<file path="config.mk">
export PLATFORM = sky130hd
export DESIGN_NAME = dsp_frame_port
export DESIGN_NICKNAME = d
export VERILOG_FILES = /design/src/rtl/sfe_pkg.sv /design/src/rtl/sfe_frame_timer.sv /design/src/rtl/sfe_tx_shifter.sv /design/src/rtl/sfe_rx_deframer.sv /design/src/rtl/dsp_frame_port.sv
export SDC_FILE = /design/constraint.sdc
export NUM_CORES = 1
export LEC_CHECK = 0
export BUFFER_PORTS_ARGS = -buffer_cell sky130_fd_sc_hd__buf_2
export CAP_MARGIN = 30
export CELL_PAD_IN_SITES_DETAIL_PLACEMENT = 0
export CELL_PAD_IN_SITES_GLOBAL_PLACEMENT = 1
export CORE_UTILIZATION = 39
export CTS_CLUSTER_DIAMETER = 40
export DETAILED_ROUTE_END_ITERATION = 16
export PLACE_DENSITY_LB_ADDON = 0.1
export SLEW_MARGIN = 20
export SYNTH_ARGS = -nofsm -noshare
export SYNTH_HDL_FRONTEND = slang
export SYNTH_SLANG_ARGS = --single-unit
</file>
<file path="constraint.sdc">
create_clock -name clk -period 1.98 [get_ports clk]
set_input_delay 0.297 -clock clk [delete_from_list [all_inputs] [get_ports clk]]
set_output_delay 0.297 -clock clk [all_outputs]
set_load 0.03 [all_outputs]
</file>
<file path="src/rtl/sfe_pkg.sv">
package sfe_pkg;

    typedef enum logic [1:0] {
        LOAD_NONE = 2'd0,
        LOAD_PRI  = 2'd1,
        LOAD_SEC  = 2'd2
    } load_sel_e;

    // One GPIO status bit: visible only when enabled and the pin is an input.
    function automatic logic status_bit(input logic en, input logic dir_in, input logic level);
        return en & dir_in & level;
    endfunction

endpackage

</file>
<file path="src/rtl/sfe_frame_timer.sv">
module sfe_frame_timer #(
    parameter int PERIOD     = 32,
    parameter int SEC_OFFSET = 16,
    parameter int CNT_W      = $clog2(PERIOD)
) (
    input  logic             clk,
    input  logic             rst,
    input  logic             req_i,
    output logic [CNT_W-1:0] cnt_o,
    output logic             fs_pri_o,
    output logic             fs_sec_o
);

    localparam logic [CNT_W-1:0] LAST_CNT = CNT_W'(PERIOD - 1);
    localparam logic [CNT_W-1:0] SEC_CNT  = CNT_W'(SEC_OFFSET);

    typedef struct packed {
        logic [CNT_W-1:0] cnt;
        logic             pend;
    } timer_t;

    timer_t s_d, s_q;

    always_comb begin
        s_d      = s_q;
        fs_sec_o = s_q.pend && (s_q.cnt == SEC_CNT);
        s_d.cnt  = (s_q.cnt == LAST_CNT) ? '0 : s_q.cnt + 1'b1;
        // a single flag: a new request re-arms it, a fired control frame clears it
        s_d.pend = req_i | (s_q.pend & ~fs_sec_o);
    end

    always_ff @(posedge clk) begin
        if (rst) begin
            s_q.cnt  <= LAST_CNT;
            s_q.pend <= 1'b0;
        end else begin
            s_q <= s_d;
        end
    end

    assign cnt_o    = s_q.cnt;
    assign fs_pri_o = (s_q.cnt == '0);

endmodule

</file>
<file path="src/rtl/sfe_tx_shifter.sv">
module sfe_tx_shifter
    import sfe_pkg::*;
#(
    parameter int WORD_W = 16,
    parameter int GPIO_W = 8,
    parameter int SMP_W  = WORD_W - 2,
    parameter int RD_W   = WORD_W - GPIO_W
) (
    input  logic              clk,
    input  logic              rst,
    input  load_sel_e         load_i,
    input  logic [SMP_W-1:0]  adc_i,
    input  logic [GPIO_W-1:0] gpio_lvl_i,
    input  logic [GPIO_W-1:0] gpio_dir_i,
    input  logic              stat_en_i,
    input  logic [RD_W-1:0]   rdata_i,
    output logic              sd_o
);

    typedef struct packed {
        logic [WORD_W-1:0] sr;
    } tx_t;

    tx_t s_d, s_q;

    always_comb begin
        s_d = s_q;
        case (load_i)
            LOAD_PRI: s_d.sr = {adc_i,
                                status_bit(stat_en_i, gpio_dir_i[1], gpio_lvl_i[1]),
                                status_bit(stat_en_i, gpio_dir_i[0], gpio_lvl_i[0])};
            LOAD_SEC: s_d.sr = {gpio_lvl_i, rdata_i};
            default:  s_d.sr = {s_q.sr[WORD_W-2:0], 1'b0};
        endcase
    end

    always_ff @(posedge clk) begin
        if (rst) begin
            s_q.sr <= '0;
        end else begin
            s_q <= s_d;
        end
    end

    assign sd_o = s_q.sr[WORD_W-1];

endmodule

</file>
<file path="src/rtl/sfe_rx_deframer.sv">
module sfe_rx_deframer #(
    parameter int WORD_W     = 16,
    parameter int PERIOD     = 32,
    parameter int SEC_OFFSET = 16,
    parameter int CNT_W      = $clog2(PERIOD),
    parameter int SMP_W      = WORD_W - 2
) (
    input  logic              clk,
    input  logic              rst,
    input  logic              sd_i,
    input  logic [CNT_W-1:0]  cnt_i,
    input  logic              fs_sec_i,
    output logic              req_o,
    output logic [SMP_W-1:0]  dac_o,
    output logic              dac_valid_o,
    output logic              dgpo_o,
    output logic [WORD_W-1:0] cmd_o,
    output logic              cmd_valid_o
);

    localparam logic [CNT_W-1:0] PRI_END = CNT_W'(WORD_W % PERIOD);
    localparam logic [CNT_W-1:0] SEC_END = CNT_W'((SEC_OFFSET + WORD_W) % PERIOD);

    typedef struct packed {
        logic [WORD_W-2:0] sr;
        logic              sec_act;
        logic [SMP_W-1:0]  dac;
        logic              dac_v;
        logic              dgpo;
        logic [WORD_W-1:0] cmd;
        logic              cmd_v;
    } rx_t;

    rx_t               s_d, s_q;
    logic [WORD_W-1:0] word;
    logic              pri_done;
    logic              sec_done;

    always_comb begin
        s_d      = s_q;
        word     = {s_q.sr, sd_i};
        pri_done = (cnt_i == PRI_END);
        sec_done = s_q.sec_act && (cnt_i == SEC_END);
        req_o    = pri_done & sd_i;

        s_d.sr    = word[WORD_W-2:0];
        s_d.dac_v = 1'b0;
        s_d.cmd_v = 1'b0;

        if (pri_done) begin
            s_d.dac   = word[WORD_W-1:2];
            s_d.dgpo  = word[1];
            s_d.dac_v = 1'b1;
        end
        if (sec_done) begin
            s_d.cmd   = word;
            s_d.cmd_v = 1'b1;
        end

        if (fs_sec_i) begin
            s_d.sec_act = 1'b1;
        end else if (sec_done) begin
            s_d.sec_act = 1'b0;
        end
    end

    always_ff @(posedge clk) begin
        if (rst) begin
            s_q <= '0;
        end else begin
            s_q <= s_d;
        end
    end

    assign dac_o       = s_q.dac;
    assign dac_valid_o = s_q.dac_v;
    assign dgpo_o      = s_q.dgpo;
    assign cmd_o       = s_q.cmd;
    assign cmd_valid_o = s_q.cmd_v;

endmodule

</file>
<file path="src/rtl/dsp_frame_port.sv">
module dsp_frame_port
    import sfe_pkg::*;
#(
    parameter int WORD_W     = 16,
    parameter int PERIOD     = 32,
    parameter int SEC_OFFSET = 16,
    parameter int GPIO_W     = 8
) (
    input  logic                       clk,
    input  logic                       rst,
    output logic                       fs_tx_o,
    output logic                       fs_rx_o,
    output logic                       sd_tx_o,
    input  logic                       sd_rx_i,
    input  logic [WORD_W-3:0]          adc_sample_i,
    input  logic [GPIO_W-1:0]          gpio_in_i,
    input  logic [GPIO_W-1:0]          gpio_dir_i,
    input  logic                       gpio_stat_en_i,
    input  logic [WORD_W-GPIO_W-1:0]   reg_rdata_i,
    output logic [WORD_W-3:0]          dac_sample_o,
    output logic                       dac_valid_o,
    output logic                       direct_out_o,
    output logic [WORD_W-1:0]          cmd_word_o,
    output logic                       cmd_valid_o
);

    localparam int SMP_W = WORD_W - 2;
    localparam int RD_W  = WORD_W - GPIO_W;
    localparam int CNT_W = $clog2(PERIOD);

    logic [CNT_W-1:0] cnt_w;
    logic             fs_pri_w;
    logic             fs_sec_w;
    logic             req_w;
    load_sel_e        load_w;

    sfe_frame_timer #(
        .PERIOD     (PERIOD),
        .SEC_OFFSET (SEC_OFFSET),
        .CNT_W      (CNT_W)
    ) u_timer (
        .clk      (clk),
        .rst      (rst),
        .req_i    (req_w),
        .cnt_o    (cnt_w),
        .fs_pri_o (fs_pri_w),
        .fs_sec_o (fs_sec_w)
    );

    always_comb begin
        if (fs_pri_w) begin
            load_w = LOAD_PRI;
        end else if (fs_sec_w) begin
            load_w = LOAD_SEC;
        end else begin
            load_w = LOAD_NONE;
        end
    end

    sfe_tx_shifter #(
        .WORD_W (WORD_W),
        .GPIO_W (GPIO_W),
        .SMP_W  (SMP_W),
        .RD_W   (RD_W)
    ) u_tx (
        .clk        (clk),
        .rst        (rst),
        .load_i     (load_w),
        .adc_i      (adc_sample_i),
        .gpio_lvl_i (gpio_in_i),
        .gpio_dir_i (gpio_dir_i),
        .stat_en_i  (gpio_stat_en_i),
        .rdata_i    (reg_rdata_i),
        .sd_o       (sd_tx_o)
    );

    sfe_rx_deframer #(
        .WORD_W     (WORD_W),
        .PERIOD     (PERIOD),
        .SEC_OFFSET (SEC_OFFSET),
        .CNT_W      (CNT_W),
        .SMP_W      (SMP_W)
    ) u_rx (
        .clk         (clk),
        .rst         (rst),
        .sd_i        (sd_rx_i),
        .cnt_i       (cnt_w),
        .fs_sec_i    (fs_sec_w),
        .req_o       (req_w),
        .dac_o       (dac_sample_o),
        .dac_valid_o (dac_valid_o),
        .dgpo_o      (direct_out_o),
        .cmd_o       (cmd_word_o),
        .cmd_valid_o (cmd_valid_o)
    );

    assign fs_tx_o = fs_pri_w | fs_sec_w;
    assign fs_rx_o = fs_pri_w | fs_sec_w;

endmodule

</file>
==> impl_metrics.json, run 1 <==
{
  "status": "finished clean",
  "end_kind": "primary output",
  "tightest_slew_ps": 633.6,
  "pwr-share-clk_pct": 41.4,
  "period_minus_slack_ps": 1861,
  "clock_latency_ps": 340,
  "rsz0062_at_grt": "no",
  "viasPerCell": 4.693,
  "synth_edf_count": 0,
  "synth_area_leaders": "dfxtp_1, nor2b_1, buf_4",
  "cts-buffers-inserted": 9,
  "ys_ff_latch": 71,
  "route.antenna.remaining_nets": 0,
  "gr-total-overflow": 0,
  "cp-start-kind": "register",
  "clockBufferDepth": 2,
  "grt_pass1_vias": 1984,
  "p_total_w": 0.003372,
  "core-area_um2": 7331,
  "critPathBufInv": 2,
  "hold_path.class": "input port to register",
  "track_usage_pct": 15.40,
  "drt_pass1_iterations": 4,
  "clock-root-buffer": "clkbuf_8",
  "max_stage_delay_ps": 410,
  "p_leak_nw": 1.542,
  "drive_above_1_share_pct": 34.17,
  "cp_max_fo": 5,
  "h-tree-depth": 3,
  "die_width_um": 89.44,
  "synth-warning-count": 0,
  "net-switching-power_w": 0.0008745,
  "avgSynthCellArea_um2": 9.376,
  "crit_chain": "inv_2 > ha_4 > or3b_4 > nor2_4 > buf_6",
  "cpMaxStageDelayCell": "or3b_4",
  "clock_sinks": 71,
  "postSynthCellCount": 318,
  "num_rows": 31,
  "drtIter0Drc": 73,
  "drc": 0,
  "io_buffers": 71,
  "clock.fmax_ghz": 0.5373,
  "syn_to_final_growth_pct": 17.54,
  "slew_violations": 0,
  "ios": 78,
  "powerDensity_nw_per_um2": 962.1,
  "ir_drop_mv": 0.5584,
  "combinationalPowerShare_pct": 12.0,
  "routedWlPerCell_um": 12.63,
  "maxCapViolCount": 0,
  "start_util_pct": 40.67,
  "post-dp-hpwl_um": 3839,
  "synth_top_area_share_pct": 47.67,
  "dieArea_um2": 7999,
  "postCtsSetupRepairBufs": 0,
  "fp.dieH_um": 89.44,
  "p_int_w": 0.002497,
  "switching_share_pct": 25.94,
  "fin_nets": 400,
  "num_vias": 2154,
  "clkSlewWorstSetupHoldPaths_ps": 70,
  "synth_ff_type": "dfxtp_1",
  "grt_pass1_wl_um": 9204,
  "synth_top_area_cell": "dfxtp_1",
  "slew_headroom_pct": 57.72,
  "cp.required_ps": 1680,
  "syn_nets": 363,
  "synth_seq_area_share_pct": 47.67,
  "ctsHoldBuffers": 0,
  "hold_viol": 0,
  "setup_tns_ps": 0,
  "async_flop_share_pct": 0,
  "synth_cell_types": 33,
  "critPathTopFamily": "simple AND/OR/NAND/NOR gates",
  "wl_um": 5798,
  "cts_tree": "yes",
  "grt_max_degree": 42,
  "place_congestion": 0.6899,
  "finalSetupViolCount": 0,
  "period_share_pct": 94.00,
  "n_antenna_cell": 0,
  "cp.arrival_ps": 1560,
  "syn_area_um2": 2982,
  "seqPwrFrac_pct": 46.6,
  "skew_ps": 9.780,
  "worst-setup-path-type": "register to primary output",
  "grt_antenna_before_repair": 0
}
-- cells in the mapped netlist, types with 3 or more instances --
library cell and n:
a32oi_1 4, ha_1 3, buf_4 31, dfxtp_1 71
buf_2 3, and3_1 11, mux2_2 7, a21oi_1 32
mux2_4 8, nand2_1 33, nand3_1 3, o21ai_0 26
clkbuf_1 17, o21bai_1 3, nor2b_1 41, nor2_1 3
-- final timing paths --
| path | start | end | slack, ps | cells past startpoint |
|---|---|---|---|---|
| max | u_timer.cnt_o[0]$_SDFF_PP1_ | fs_rx_o | 120 | 5 |
| min | sd_rx_i | register | 210 | 3 |
| max reg2reg | u_timer.cnt_o[0]$_SDFF_PP1_ | u_tx.s_q[4]$_SDFF_PP0_ | 390 | 6 |
| min reg2reg | u_rx.s_d[43]$_SDFF_PP0_ | u_rx.dac_o[7]$_SDFFE_PP0N_ | 450 | 2 |
-- layer usage --
metal / routed length, um / share of wire, % / GRT usage, % / vias up
met3: 324 / 5.6 / 6.187 / 5
met4: 44 / 0.76 / 4.329 / 0
li1: - / - / - / 1105
met5: 0 / 0 / 0 / -
met1: 2829 / 49 / 19.32 / 992
met2: 2599 / 45 / 24.50 / 52
-- timing repair --
item / in CTS / in global routing
endpoints found under the setup margin: 4 / 16
resized for setup: 4 / 7
gates cloned: 0 / 0
pin swaps: 0 / 1
-- layout make-up --
cell class	count	area (um^2)
fill	712	3826
clock buffer	9	123.9
clock inverter	7	120.1
multi-input combinational	191	1259
timing repair buffer	80	447.9
tap	99	123.9
sequential	71	1423
inverter	2	7.507
-- tightest hold or removal path: cells and delay by family --
kind                   cells  cell delay, ps
AO/OA/AOI/OAI              1              50
buffers and inverters      1             110
AND/OR/NAND/NOR            1              50
-- state kept, by name, indices dropped and copies added (netlist names), named ones only --
signal,flops
u_rx.s_q,2
u_rx.cmd_o,16
u_rx.dac_o,14
u_timer.cnt_o,5
u_rx.dac_valid_o,1
u_tx.s_q,16
u_rx.dgpo_o,1
u_rx.cmd_valid_o,1
u_rx.s_d,14
-- stage by stage --
stage / hold slack, ps / std cells / instance area (um^2) / util, % / setup WS, ps
2_1_floorplan: 427.3 / 318 / 2989 / - / 14.97
3_3_place_gp: 437.2 / 443 / 3226 / 44.00 / 51.81
3_5_place_dp: 437.4 / 443 / 3226 / 44.00 / 37.78
4_1_cts: 200.3 / 459 / 3480 / 47.47 / 11.76
5_1_grt: 199.7 / 459 / 3505 / 47.81 / 19.70
6_report: 213.5 / 459 / 3505 / 47.81 / 118.9
-- cell families (layout without fill, tap and decap cells) --
logic type	Yosys count	in the layout	share of synthesized area [%]
AOI/OAI and AO/OA	66	66	11.88
xor gates and xnor gates	2	2	0.5876
buffers and inverters	56	98	11.58
DFF	71	71	47.67
adders and majority gates	3	3	1.259
and+or+nand+nor	104	104	20.02
muxes	16	16	7.008
-- layout by cell type, fill, tap and decap left out, types with 2 or more instances in the layout --
cell type / instances
nand4_1: 2
nand3_1: 3
o21bai_1: 3
buf_4: 8
or2_2: 2
buf_2: 69
and3_1: 11
inv_2: 2
a32oi_1: 4
ha_1: 2
bufinv_16: 3
dfxtp_1: 70
nand2b_1: 2
nor2b_1: 41
o21ai_0: 26
clkbuf_8: 9
mux2_4: 8
mux2_2: 7
nor2_1: 2
nand2_1: 33
a21oi_1: 32
buf_6: 2
-- power by group through the flow --
stage | Combinational, W | Sequential [W] | Clock (W)
after floorplan | 0.000317 | 0.00154 | 0
after global placement | 0.000397 | 0.00160 | 0
after detailed placement | 0.000395 | 0.00160 | 0
after CTS | 0.000401 | 0.00156 | 0.00143
after global routing | 0.000456 | 0.00158 | 0.00151
final | 0.000404 | 0.00157 | 0.00140
Note: power is estimated with default switching activity, not from simulation.
==> inputs of run 2 (changes only) <==
ABC_AREA = 1   (was default)
CTS_BUF_LIST = sky130_fd_sc_hd__clkbuf_8   (was default)
==> impl_metrics.json, run 2 <==
{
  "cp_max_fo": 6,
  "multi_input_area_um2": 1076,
  "core-area_um2": 7253,
  "p_leak_nw": 1.638,
  "ys_ff_latch": 71,
  "num_rows": 31,
  "post-dp-hpwl_um": 3962,
  "pwr-share-clk_pct": 42.1,
  "drtIter0Drc": 83,
  "synth_cell_types": 25,
  "cp.arrival_ps": 1530,
  "rr_startpoint": "u_timer.cnt_o[0]$_SDFF_PP1_",
  "status": "finished clean",
  "grt_max_degree": 35,
  "clock-root-buffer": "clkbuf_8",
  "skew_ps": 8.335,
  "grt_antenna_before_repair": 0,
  "track_usage_pct": 16.27,
  "num_vias": 2262,
  "period_share_pct": 92.20,
  "cp-start-kind": "register",
  "r2r_cells": 8,
  "async_flop_share_pct": 0,
  "final_cell_mix": "nand2_1, dfxtp_1, buf_2",
  "slew_headroom_pct": 71.65,
  "yosys.area_share.simple_pct": 23.99,
  "seqPwrFrac_pct": 49.6,
  "drt_pass1_iterations": 4,
  "period_minus_slack_ps": 1826,
  "drc": 0,
  "synth_xor_area_share_pct": 0,
  "die_width_um": 88.78,
  "slew_violations": 0,
  "syn_area_um2": 2937,
  "io_buffers": 71,
  "r2r_setup_slack_ps": 400,
  "maxCapViolCount": 0,
  "ios": 78,
  "combinationalPowerShare_pct": 8.2,
  "grt_pass1_vias": 1925,
  "grt_pass1_wl_um": 9494,
  "cts-buffers-inserted": 9,
  "synth-warning-count": 0,
  "p_int_w": 0.002334,
  "ir_drop_mv": 0.4170,
  "hold_path.class": "input port to register",
  "h-tree-depth": 3,
  "clock.fmax_ghz": 0.5478,
  "synth_area_leaders": "dfxtp_1, nand2_1, buf_4",
  "synth_top_area_cell": "dfxtp_1",
  "synthAdderAreaFrac_pct": 1.278,
  "fin_nets": 450,
  "nFillCells": 780,
  "routedWlPerCell_um": 11.83,
  "synth_top_area_share_pct": 48.40,
  "route.antenna.remaining_nets": 0,
  "clockBufferDepth": 2,
  "postSynthCellCount": 363,
  "finalSetupViolCount": 0,
  "net-switching-power_w": 0.0007912,
  "dieArea_um2": 7881,
  "clock_latency_ps": 340,
  "setup_tns_ps": 0,
  "n_antenna_cell": 0,
  "tightest_slew_ps": 425.2,
  "critPathCapture": "fs_rx_o",
  "r2r_end": "u_rx.cmd_o[2]$_SDFFE_PP0P_",
  "synth.top_cells.by_count": "nand2_1, dfxtp_1, buf_4",
  "rsz0062_at_grt": "no",
  "viasPerCell": 4.444,
  "powerDensity_nw_per_um2": 921.0,
  "fp.dieH_um": 88.78,
  "synth_top_family_by_area": "simple AND/OR/NAND/NOR gates",
  "switching_share_pct": 25.32,
  "synth_edf_count": 0,
  "synth_seq_area_share_pct": 48.40,
  "place_congestion": 0.7426,
  "gr-total-overflow": 0,
  "synth_compound_area_share_pct": 10.95,
  "hold_viol": 0,
  "syn_nets": 408,
  "cts_tree": "yes",
  "clkSlewWorstSetupHoldPaths_ps": 70,
  "cp.required_ps": 1680,
  "avgSynthCellArea_um2": 8.090,
  "clock_sinks": 71,
  "synth_most_common_cell": "nand2_1",
  "regArea_um2": 1423,
  "start_util_pct": 40.49,
  "drive_above_1_share_pct": 31.46,
  "wl_um": 6020,
  "worst-setup-path-type": "register to primary output",
  "synth_ff_type": "dfxtp_1",
  "muxShareOfSynthArea_pct": 0,
  "p_total_w": 0.003125,
  "end_kind": "primary output",
  "syn_to_final_growth_pct": 15.55,
  "layout_commonest_cell": "nand2_1",
  "startpoint": "u_timer.cnt_o[0]$_SDFF_PP1_"
}
-- run 2: cell count changes in the layout (fill, tap and decap cells not counted), sizes merged, moves of 10 or more --
cell / previous run / this run
and3: 11 / 1
inv: 3 / 28
mux2: 15 / 0
nand2: 34 / 95
nand3: 3 / 28
nor2: 3 / 25
nor2b: 41 / 0
-- run 2: worst min-delay path by stage --
stage | from | end | depth (start not counted)
finish | adc_sample_i[11] | u_tx.s_q[13]$_SDFF_PP0_ | 3
global route | adc_sample_i[11] | u_tx.s_q[13]$_SDFF_PP0_ | 3
CTS | adc_sample_i[11] | u_tx.s_q[13]$_SDFF_PP0_ | 3
detailed placement | u_rx.s_d[36]$_SDFF_PP0_ | u_rx.s_d[37]$_SDFF_PP0_ | 2
global placement | u_rx.s_d[36]$_SDFF_PP0_ | u_rx.s_d[37]$_SDFF_PP0_ | 2
floorplan | sd_rx_i | u_rx.s_d[35]$_SDFF_PP0_ | 2
-- run 2: repair_timing --
item                       CTS  global route
setup endpoints to repair    0             2
resized for setup            0             5
hold buffers                 0             0
setup buffers                0             1
-- run 2: area by class of cell --
| type | instances | share of cell area, % |
|---|---|---|
| tap | 99 | 3.650 |
| timing repair buffer | 81 | 12.83 |
| clock buffer | 10 | 4.056 |
| inverter | 27 | 3.134 |
| sequential | 71 | 41.92 |
| multi-input combinational | 215 | 31.71 |
| clock inverter | 6 | 2.692 |
-- run 2: kinds of logic after synthesis --
kind of cell	count (synthesis)
AO/OA/AOI/OAI	56
AND/OR/NAND/NOR	156
flip-flops	71
adder cells (fa/ha/maj)	3
buffers and inverters	77
-- run 2: routing by layer --
layer  track usage [%]  wire, um
met3             3.731       245
met2             21.75      2531
met1             24.04      3116
met4             8.358       127
met5                 0         0
-- run 2: worst max-delay path: stages, from the launching register on --
cell and delay [ps]:
dfxtp_1 330, inv_1 60, ha_1 190, nand2_1 100
nor2_4 160, o21ai_4 100, inv_1 70, clkbuf_4 180
-- run 2: through the flow --
stage / setup WS, ps / cell area [um^2] / instances / util, % / hold WS (ps)
floorplan: 198.7 / 2937 / 363 / - / 422.2
global placement: 335.5 / 3138 / 492 / 43.26 / 441.0
detailed placement: 317.8 / 3138 / 492 / 43.26 / 438.7
CTS: 0.06550 / 3367 / 508 / 46.42 / 159.6
global route: 7.306 / 3393 / 509 / 46.78 / 165.4
finish: 154.5 / 3393 / 509 / 46.78 / 175.1
-- run 2: power groups by stage --
stage	sequential [W]	clock, W	combinational, W
2_1_floorplan	0.00154	0	0.000221
3_3_place_gp	0.00158	0	0.000254
3_5_place_dp	0.00158	0	0.000254
4_1_cts	0.00155	0.00134	0.000256
5_1_grt	0.00156	0.00141	0.000298
6_report	0.00155	0.00132	0.000258
